--- config.mk ---
export PLATFORM = sky130hd
export DESIGN_NAME = phase_route_xbar
export DESIGN_NICKNAME = d
export VERILOG_FILES = /design/src/rtl/phase_route_pkg.sv /design/src/rtl/phase_route_cfg.sv /design/src/rtl/phase_route_decode.sv /design/src/rtl/phase_route_mux.sv /design/src/rtl/phase_route_xbar.sv
export SDC_FILE = /design/constraint.sdc
export NUM_CORES = 1
export LEC_CHECK = 0
export BUFFER_PORTS_ARGS = -buffer_cell sky130_fd_sc_hd__buf_2
export CORE_MARGIN = 2
export CORE_UTILIZATION = 30
export CTS_CLUSTER_DIAMETER = 30
export DETAILED_ROUTE_END_ITERATION = 10
export GPL_ROUTABILITY_DRIVEN = 0
export PLACE_DENSITY_LB_ADDON = 0.05
export RECOVER_POWER = 50
export SYNTH_ARGS = -nofsm -noshare
export SYNTH_HDL_FRONTEND = slang
export SYNTH_SLANG_ARGS = --single-unit
--- constraint.sdc ---
create_clock -name clk_i -period 5 [get_ports clk_i]
set_input_delay 0.25 -clock clk_i [delete_from_list [all_inputs] [get_ports clk_i]]
set_output_delay 0.25 -clock clk_i [all_outputs]
set_load 0.05 [all_outputs]
--- src/rtl/phase_route_pkg.sv ---
package phase_route_pkg;
  localparam int NPH = 3;
  typedef logic [1:0] phase_t;
  localparam phase_t PH_A = 2'd0;
  localparam phase_t PH_B = 2'd1;
  localparam phase_t PH_C = 2'd2;
endpackage

--- src/rtl/phase_route_cfg.sv ---
module phase_route_cfg #(
  parameter int RW = 6
) (
  input  logic          clk_i,
  input  logic          rst_ni,
  input  logic          we_i,
  input  logic [RW-1:0] wdata_i,
  output logic [RW-1:0] rt_o
);
  always_ff @(posedge clk_i or negedge rst_ni) begin
    if (!rst_ni)   rt_o <= '0;
    else if (we_i) rt_o <= wdata_i;
  end
endmodule

--- src/rtl/phase_route_decode.sv ---
module phase_route_decode
  import phase_route_pkg::*;
#(
  parameter int RW = 2 * NPH
) (
  input  logic   [RW-1:0]     rt_i,
  output phase_t [NPH-1:0]    dest_o
);
  for (genvar s = 0; s < NPH; s++) begin : g_src
    localparam logic [2:0] SID = 3'(s);
    logic [1:0] code;
    logic [2:0] off, sum;
    assign code = rt_i[2*s +: 2];
    // 01 -> next path, 10 -> the one after, 00/11 -> own path
    always_comb begin
      unique case (code)
        2'b01:   off = 3'd1;
        2'b10:   off = 3'd2;
        default: off = 3'd0;
      endcase
      sum = SID + off;
      if (sum >= 3'(NPH)) sum = sum - 3'(NPH);
      dest_o[s] = sum[1:0];
    end
  end
endmodule

--- src/rtl/phase_route_mux.sv ---
module phase_route_mux
  import phase_route_pkg::*;
#(
  parameter int DW   = 24,
  parameter int PATH = 0
) (
  input  logic                     clk_i,
  input  logic                     rst_ni,
  input  logic                     valid_i,
  input  phase_t [NPH-1:0]         dest_i,
  input  logic   [NPH-1:0][DW-1:0] smp_i,
  output logic   [DW-1:0]          data_o,
  output logic                     vld_o
);
  localparam phase_t PID = phase_t'(PATH);

  logic         hit;
  logic [1:0]   sel;

  // descending scan: lowest source index assigned last, so it wins
  always_comb begin
    hit = 1'b0;
    sel = '0;
    for (int s = NPH - 1; s >= 0; s--) begin
      if (dest_i[s] == PID) begin
        hit = 1'b1;
        sel = 2'(s);
      end
    end
  end

  always_ff @(posedge clk_i or negedge rst_ni) begin
    if (!rst_ni) begin
      data_o <= '0;
      vld_o  <= 1'b0;
    end else begin
      vld_o  <= valid_i & hit;
      data_o <= (valid_i & hit) ? smp_i[sel] : '0;
    end
  end
endmodule

--- src/rtl/phase_route_xbar.sv ---
module phase_route_xbar
  import phase_route_pkg::*;
#(
  parameter int DW        = 24,
  parameter int CFG_W     = 16,
  parameter int FIELD_LSB = 8
) (
  input  logic                     clk_i,
  input  logic                     rst_ni,
  input  logic                     cfg_we_i,
  input  logic [CFG_W-1:0]         cfg_wdata_i,
  input  logic                     smp_valid_i,
  input  logic [DW-1:0]            va_i,
  input  logic [DW-1:0]            vb_i,
  input  logic [DW-1:0]            vc_i,
  output logic [NPH-1:0][DW-1:0]   path_data_o,
  output logic [NPH-1:0]           path_vld_o
);
  localparam int RW = 2 * NPH;

  logic   [RW-1:0]          rt_q;
  phase_t [NPH-1:0]         dest;
  logic   [NPH-1:0][DW-1:0] smp;

  assign smp = {vc_i, vb_i, va_i};

  // single register: a strobed set always sees one consistent code set
  phase_route_cfg #(.RW(RW)) u_cfg (
    .clk_i   (clk_i),
    .rst_ni  (rst_ni),
    .we_i    (cfg_we_i),
    .wdata_i (cfg_wdata_i[FIELD_LSB +: RW]),
    .rt_o    (rt_q)
  );

  phase_route_decode #(.RW(RW)) u_dec (
    .rt_i   (rt_q),
    .dest_o (dest)
  );

  for (genvar p = 0; p < NPH; p++) begin : g_path
    phase_route_mux #(.DW(DW), .PATH(p)) u_mux (
      .clk_i   (clk_i),
      .rst_ni  (rst_ni),
      .valid_i (smp_valid_i),
      .dest_i  (dest),
      .smp_i   (smp),
      .data_o  (path_data_o[p]),
      .vld_o   (path_vld_o[p])
    );
  end
endmodule

Word-level counts from Yosys, hierarchy flattened
Index checks and enable logic that the tools add are counted.

word-level totals
  register bits = 81
  latch bits = 0
  bits in writable memories = 0
  bits in read-only memories = 0
  input bits = 92
  word-level logic and storage cells = 69
  memories = 0

cells by class
  $add $sub $neg = 5
  multipliers = 0
  div/mod/pow operators = 0
  $lt $le $gt $ge = 6
  equal/unequal tests = 12
  shift operators = 0
  muxes and demuxes = 33
  bitwise gates (word level) = 3
  reductions and logical operators = 3

operators by type and width
  operator                                                                             count
  24-bit binary-select mux with 2-bit select                                           3
  24-bit 2-to-1 mux                                                                    6
  2-bit 2-to-1 mux                                                                     12
  2-bit by 1-bit == test with 1-bit output, second input constant                      6
  2-bit == test, second input constant                                                 6
  2-bit one-hot mux with 2 select lines                                                3
  2-bit by 3-bit less-than comparator with 1-bit output, second input constant         3
  1-bit 2-to-1 mux                                                                     9
  3-bit by 2-bit greater-or-equal comparator with 1-bit output, second input constant  2
  2-bit logical NOT                                                                    3
  2-bit subtractor, second input constant                                              3
  1-bit by 2-bit adder with 3-bit output, first input constant                         1
  2-bit by 2-bit adder with 3-bit output, first input constant                         1
  1-bit bitwise AND                                                                    3
  2-bit greater-or-equal comparator, second input constant                             1

Longest topological paths before layout
Gate-level depths: netlist of run 1.

  word-level depth = 12
  gate-level depth with buffers = 7

By module
Synthesis of run 1 repeated with hierarchy kept, for this count alone.

second synthesis, totals
  cells, all modules = 281
  area total of the unflattened synthesis = 3766.1 sq um

modules (own cells, without submodules)
  module                                 times used  cells each  area each (sq um)  seq. area each (sq um)
  phase_route_mux (g_path[1].u_mux ...)  2           88          1164.9             625.6
  phase_route_mux (g_path[0].u_mux)      1           86          1137.3             625.6
  phase_route_cfg                        1           13          251.5              150.1
  phase_route_decode                     1           6           47.5               0.0

Worst setup path before layout of run 1
OpenSTA, ideal clock, no wires.

  kind = reg-to-reg
  start = reg u_cfg.rt_o[2]
  end = reg g_path[1].u_mux.data_o[10]
  arrival time = 1.560 ns
  data required time = 4.901 ns
  slack = 3.340 ns
  stages on the path, launching flop included = 7
  clock period less this slack = 1.660 ns
  cells stage by stage = dfrtp_1 inv_1 ha_1 or3b_4 buf_6 buf_6 a311oi_1

between the ends
  longest elaborated chain between the ends = 11
  elaborated cells between the ends (all ways) = 16
  those cells by class = add/sub: 2; order compare: 1; eq/ne: 3; mux: 9; bitwise: 1

ends and longest elaborated chain
  item                                                                                              RTL line                  RTL
  start, declared                                                                                   phase_route_cfg.sv:8      output logic [RW-1:0] rt_o
  start signal, assigned                                                                            phase_route_cfg.sv:12     else if (we_i) rt_o <= wdata_i;
  2-bit == test or 2-bit by 1-bit == test with 1-bit output (tied branches)                         phase_route_decode.sv:16  unique case (code)
  2-bit one-hot mux with 2 select lines (*)                                                         phase_route_decode.sv:16
  1-bit by 2-bit adder with 3-bit output (*)                                                        phase_route_decode.sv:21  sum = SID + off;
  3-bit by 2-bit greater-or-equal comparator with 1-bit output or 2-bit subtractor (tied branches)  phase_route_decode.sv:22  if (sum >= 3'(NPH)) sum = sum - 3'(NPH);
  2-bit 2-to-1 mux (*)                                                                              phase_route_decode.sv:22
  2-bit by 1-bit == test with 1-bit output (*)                                                      phase_route_mux.sv:25     if (dest_i[s] == PID) begin
  2-bit 2-to-1 mux (2 in a row)                                                                     phase_route_mux.sv:25
  24-bit binary-select mux with 2-bit select                                                        phase_route_mux.sv:38     data_o <= (valid_i & hit) ? smp_i[sel] : '0;
  24-bit 2-to-1 mux (not written as such)                                                           phase_route_mux.sv:38
  24-bit 2-to-1 mux (*)                                                                             phase_route_mux.sv:38
  end signal, assigned                                                                              phase_route_mux.sv:38
  end, declared                                                                                     phase_route_mux.sv:12     output logic [DW-1:0] data_o,

Every way passes the cells marked *; elsewhere a longest branch is shown, timed or not. The select of a mux whose other input is x is not followed.
A chain may end at the register's enable or synchronous reset.

Final worst setup path of run 1
  start = reg u_cfg.rt_o[0]
  end = reg g_path[0].u_mux.data_o[2]

between the ends
  longest elaborated chain between the ends = 9
  elaborated cells between the ends (all ways) = 13
  those cells by class = add/sub: 1; order compare: 1; eq/ne: 2; mux: 7; bitwise: 1; reduce/logical: 1

ends and longest elaborated chain
  item                                                                       RTL line
  2-bit == test or 2-bit by 1-bit == test with 1-bit output (tied branches)  phase_route_decode.sv:16
  2-bit one-hot mux with 2 select lines (*)                                  phase_route_decode.sv:16
  2-bit subtractor or 2-bit greater-or-equal comparator (tied branches)      phase_route_decode.sv:22
  2-bit 2-to-1 mux (*)                                                       phase_route_decode.sv:22
  2-bit logical NOT (*)                                                      phase_route_mux.sv:25
  2-bit 2-to-1 mux                                                           phase_route_mux.sv:25
  24-bit binary-select mux with 2-bit select                                 phase_route_mux.sv:38
  24-bit 2-to-1 mux (not written as such)                                    phase_route_mux.sv:38
  24-bit 2-to-1 mux (*)                                                      phase_route_mux.sv:38
  end signal, assigned                                                       phase_route_mux.sv:38
  end, declared                                                              phase_route_mux.sv:12

Marks and branches as above.

==> flow_metrics.tcl, run 1 <==
set metrics [dict create \
    syn_nets 549 \
    syn_area_per_cell_um2 9.31 \
    antenna_found_initial 0 \
    relSlewSlack_pct -37.2 \
    ant_nets 0 \
    wirelength_mm 13.8 \
    routed-via-count 3812 \
    detail_route.first_pass.iterations 4 \
    placed_area_um2 5050 \
    grt_pass1_vias 3787 \
    path_class "register to register" \
    utilization_pct 38.3 \
    clk_pin_slew_worst_paths_ns 0.06 \
    worst-r2r-setup-slack_ns 2.71 \
    clock-sinks 81 \
    htree_levels 3 \
    setup_viol 0 \
    final-hold-violation-count 0 \
    dieArea_um2 15000 \
    worstMarginPinSlew_ns 2.06 \
    cp.required_ns 5.22 \
    r2r_cells 6 \
    yosys.area.top_type "dfrtp_1" \
    diodes 0 \
    yosysMostFrequentCell "nand2_1" \
    synth-edff-count 0 \
    dieHeight_um 122 \
    grt_setup_unrepaired "false" \
    postCtsHoldBufs 0 \
    track_usage_pct 18.9 \
    cts_tree "yes" \
    cts_made_buffers 9 \
    yosysWarnings 0 \
    fin_crit_sh_pct 45.7 \
    drc 0 \
    min-delay-start "cfg_wdata_i[10]" \
    cts_root_buf "clkbuf_16" \
    rr_endpoint "g_path[0].u_mux.data_o[2]$_DFF_PN0_" \
    slew_violations 82 \
    crit_path_end "g_path[0].u_mux.data_o[2]$_DFF_PN0_" \
    ys_ff_latch 81 \
    wl_met1_mm 6.30 \
    cts.path.max_buffers 2 \
    min_period_ns 2.29 \
    boundaryPins 167 \
    syn2layout_area_growth_pct 25.5 \
    crit_start "u_cfg.rt_o[0]$_DFFE_PN0P_" \
    status "complete, but fails checks" \
    core_area_um2 13800 \
    grt-ovfl-total 0 \
    grt_pass1_wl_mm 20.9 \
    hp-class "input port to register" \
    dpl.cell_count 754 \
    stdcell_count 768 \
    nets 683 \
    drv_cap 1 \
    via_per_inst 4.96 \
    critPathCaptureType "register" \
    ys_top_cells_by_area "dfrtp_1 48%, nand2_1 13%, a311oi_2 11%" \
    static-leakage-power_nw 2.56 \
    synth_ff_type "dfrtp_1" \
    cts_setup_buffers 0 \
    skew_ns 0.00697 \
    timing.hold.ws_ns 0.117 \
    drive_gt1_share_pct 31.6 \
    ir_drop_mv 0.140 \
    r2r-start "u_cfg.rt_o[0]$_DFFE_PN0P_" \
    num_rows 43 \
    start_kind "register" \
    critPathArrivalTime_ns 2.51 \
    top_layer "met4" \
    async_reset_ff_share_pct 100 \
    initial_core_util_pct 30.5 \
    stdcell_area_um2 5270 \
    drt_iter0_drc 217 \
    clock_latency_ns 0.33 \
    fp.dieW_um 122 \
    dr_wl_met2_mm 6.43 \
    grt_max_degree 82 \
    syn_inst 451 \
    finalSetupTns_ns 0 \
    io_buffers 156 \
    synth_commonest_cells "150 x nand2_1, 81 x dfrtp_1, 72 x nor2_1, 41 x a311oi_1, 31 x a311oi_2" \
    netlist_area_um2 4200 \
    yosys.area.top_type_share_pct 48.3 \
    cp_max_fo 13 \
    max_freq_mhz 437 \
    ys_seq_area_share_pct 48.3 \
    place_hpwl_mm 9.05 \
    fillers 1450 \
    synth_cell_types 17 \
    violations "max-capacitance violations, max-slew violations" \
    cts_resized 0 \
    route.met3.wl_um 945 \
    power.density_nw_per_um2 403 \
    routedWlPerCell_um 18.0 \
]
per-layer routing:
| metal | vias up | track usage, % |
|---|---|---|
| met4 | 0 | 7.47 |
| met3 | 13 | 3.62 |
| li1 | 1812 | - |
| met1 | 1849 | 25.0 |
| met5 | - | 0 |
| met2 | 138 | 30.5 |
worst min path at each step:
stage | endpoint | slack, ns | cells past startpoint
after CTS | u_cfg.rt_o[2]$_DFFE_PN0P_ | 0.11 | 3
after global placement | u_cfg.rt_o[5]$_DFFE_PN0P_ | 0.46 | 3
final | u_cfg.rt_o[2]$_DFFE_PN0P_ | 0.12 | 3
after global routing | u_cfg.rt_o[2]$_DFFE_PN0P_ | 0.11 | 3
after detailed placement | u_cfg.rt_o[2]$_DFFE_PN0P_ | 0.46 | 3
after floorplan | g_path[0].u_mux.data_o[0]$_DFF_PN0_ | -0.05 | 0
cell type report:
cell class                 instances  area [um^2]  share of cell area (%)
multi-input combinational        318         1900                    36.1
clock buffer                      14          264                    5.01
sequential                        81         2030                    38.5
tap                              180          225                    4.27
timing repair buffer             166          817                    15.5
inverter                           9         33.8                   0.641
state kept, by name (all words and copies together), names as in the netlist:
name / cells
g_path.u_mux.vld_o: 3
g_path.u_mux.data_o: 72
u_cfg.rt_o: 6
placed cells by master, fill, tap and decap left out, drive strengths merged:
master and instances:
dfrtp 81, ha 6, nand2 150, nor2b 3, clkbuf 46, inv 9, a311oi 72, nand2b 3
buf 134, nor2 72, or3b 3, o21ai 6, o31ai 3
power by group:
group          switching (W)  internal [W]  total, W
registers          0.0000239      0.000738  0.000762
logic               0.000581      0.000176  0.000757
clock network       0.000249      0.000359  0.000607
total               0.000854       0.00127   0.00213
critical path: stages, from the launching register on:
cell and delay (ns):
dfrtp_1 0.35, inv_1 0.06, ha_1 0.37, nor2b_2 0.64
buf_4 0.34, nand2_1 0.08, a311oi_1 0.31
kinds of logic (layout without fill, tap and decap cells):
| logic type | count (synthesis) | after routing | share of synthesized area [%] |
|---|---|---|---|
| AO/OA/AOI/OAI | 81 | 81 | 21.3 |
| adder cells (fa/ha/maj) | 6 | 6 | 1.79 |
| buffers and inverters | 52 | 189 | 7.18 |
| flip-flops | 81 | 81 | 48.3 |
| AND/OR/NAND/NOR | 231 | 231 | 21.5 |
metrics by stage:
step	power [W]	setup WS (ns)
floorplan	0.00133	3.34
global placement	0.00154	2.77
finish	0.00213	2.71
CTS	0.00217	2.69
detailed placement	0.00155	2.74
global route	0.00224	2.55
No activity file was read; power rests on OpenSTA's default activity.
==> inputs of run 2 (changes only) <==
clock period = 2.2 ns   (was 5 ns; I/O delays follow)
==> flow_metrics.tcl, run 2 (same netlist as run 1, synthesis figures left out) <==
set metrics [dict create \
    status "completed" \
    critPathArrivalTime_ns 2.18 \
    stdcell_count 788 \
    cts_tree "yes" \
    clock_latency_ns 0.34 \
    syn2layout_area_growth_pct 30.3 \
    track_usage_pct 19.2 \
    final_cell_mix "150 x nand2_1, 124 x buf_2, 81 x dfrtp_1" \
    slew_violations 0 \
    crit_path_cell_trace "inv_1 > ha_1 > or3b_4 > nor2_1 > a311oi_1" \
    grt_setup_unrepaired "false" \
    cts_setup_buffers 0 \
    core_area_um2 13800 \
    finalSetupTns_ns 0 \
    detail_route.first_pass.iterations 5 \
    ant_nets 0 \
    antenna_found_initial 0 \
    fp.dieW_um 122 \
    htree_levels 3 \
    cp.required_ns 2.44 \
    grt_pass1_wl_mm 21.2 \
    final-hold-violation-count 0 \
    final_common_cell "nand2_1" \
    largest_register "g_path.u_mux.data_o" \
    ir_drop_mv 0.329 \
    cts.path.max_buffers 2 \
    wirelength_mm 14.1 \
    drc 0 \
    hp-class "input port to register" \
    fillers 1470 \
    path_class "register to register" \
    place_hpwl_mm 9.57 \
    num_rows 43 \
    cts_root_buf "clkbuf_16" \
    clk_pin_slew_worst_paths_ns 0.07 \
    utilization_pct 39.7 \
    routed-via-count 3898 \
    crit_slowest_cell "or3b_4" \
    power.density_nw_per_um2 922 \
    drive_gt1_share_pct 33.1 \
    crit_buf_inv 1 \
    largestRegisters "g_path.u_mux.data_o x72, u_cfg.rt_o x6, g_path.u_mux.vld_o x3" \
    worstMarginPinSlew_ns 0.983 \
    static-leakage-power_nw 2.66 \
    diodes 0 \
    grt_max_degree 49 \
    relSlewSlack_pct 34.5 \
    grt_pass1_vias 3858 \
    cts_resized 0 \
    setup_viol 0 \
    dpl.cell_count 765 \
    largest_reg_flops 72 \
    fin_crit_sh_pct 88.5 \
    max_freq_mhz 514 \
    dieArea_um2 15000 \
    drt_iter0_drc 250 \
    initial_core_util_pct 30.5 \
    routedWlPerCell_um 17.9 \
    skew_ns 0.00696 \
    clock-sinks 81 \
    crit_family "simple AND/OR/NAND/NOR gates" \
    dieHeight_um 122 \
    slowest_delay_ns 0.63 \
    critPathCaptureType "register" \
    boundaryPins 167 \
    grt-ovfl-total 0 \
    postCtsHoldBufs 7 \
    start_kind "register" \
    cp_max_fo 48 \
    io_buffers 156 \
    cts_made_buffers 9 \
    min_period_ns 1.95 \
    via_per_inst 4.95 \
    drv_cap 0 \
    nets 701 \
]
-- run 2: tightest hold or removal path: stages --
cell      delay [ns]
buf_2           0.12
nand2_1         0.05
a311oi_1        0.07
-- run 2: layout make-up --
class                   instances  area, um^2  share of cell area (%)
clock inverters                 5        55.1                    1.01
well taps                     180         225                    4.12
inverters                       9        33.8                   0.618
multi-input cells             318        1900                    34.8
repair buffers                184         982                    18.0
clock buffers                  11         243                    4.44
flip-flops and latches         81        2030                    37.1
-- run 2: per-stage QoR --
| stage | cell area (um^2) | hold WS (ns) | total power [W] | setup slack, ns |
|---|---|---|---|---|
| floorplan | 4200 | -0.186 | 0.00302 | 0.540 |
| global placement | 5150 | 0.127 | 0.00355 | 0.245 |
| detailed placement | 5150 | 0.128 | 0.00357 | 0.243 |
| CTS | 5520 | 0.0343 | 0.00513 | 0.236 |
| global route | 5470 | 0.0539 | 0.00528 | 0.0293 |
| finish | 5470 | 0.0501 | 0.00504 | 0.253 |
-- run 2: worst paths after layout --
check | startpoint | to | slack (ns) | cells past startpoint
max | u_cfg.rt_o[0]$_DFFE_PN0P_ | g_path[0].u_mux.data_o[18]$_DFF_PN0_ | 0.25 | 5
min | vb_i[5] | g_path[1].u_mux.data_o[5]$_DFF_PN0_ | 0.05 | 3
max reg2reg | u_cfg.rt_o[0]$_DFFE_PN0P_ | g_path[0].u_mux.data_o[18]$_DFF_PN0_ | 0.25 | 5
min reg2reg | u_cfg.rt_o[0]$_DFFE_PN0P_ | u_cfg.rt_o[0]$_DFFE_PN0P_ | 0.57 | 2
max in group asynchronous | rst_ni | g_path[2].u_mux.data_o[6]$_DFF_PN0_ | 0.50 | 3
min in group asynchronous | rst_ni | g_path[2].u_mux.vld_o$_DFF_PN0_ | 0.46 | 2
-- run 2: power by group --
part,internal [W],switching [W]
combinational,0.000446,0.00133
clock,0.000907,0.000626
sequential,0.00168,0.0000569
-- run 2: routing by layer --
metal  vias to the layer above  GRT usage [%]  share of wire [%]
li1                       1854              -                  -
met1                      1886           24.2                 42
met2                       142           31.7                 49
met3                        16           4.23                6.6
met4                         0           8.26                1.8
met5                         -              0                  0
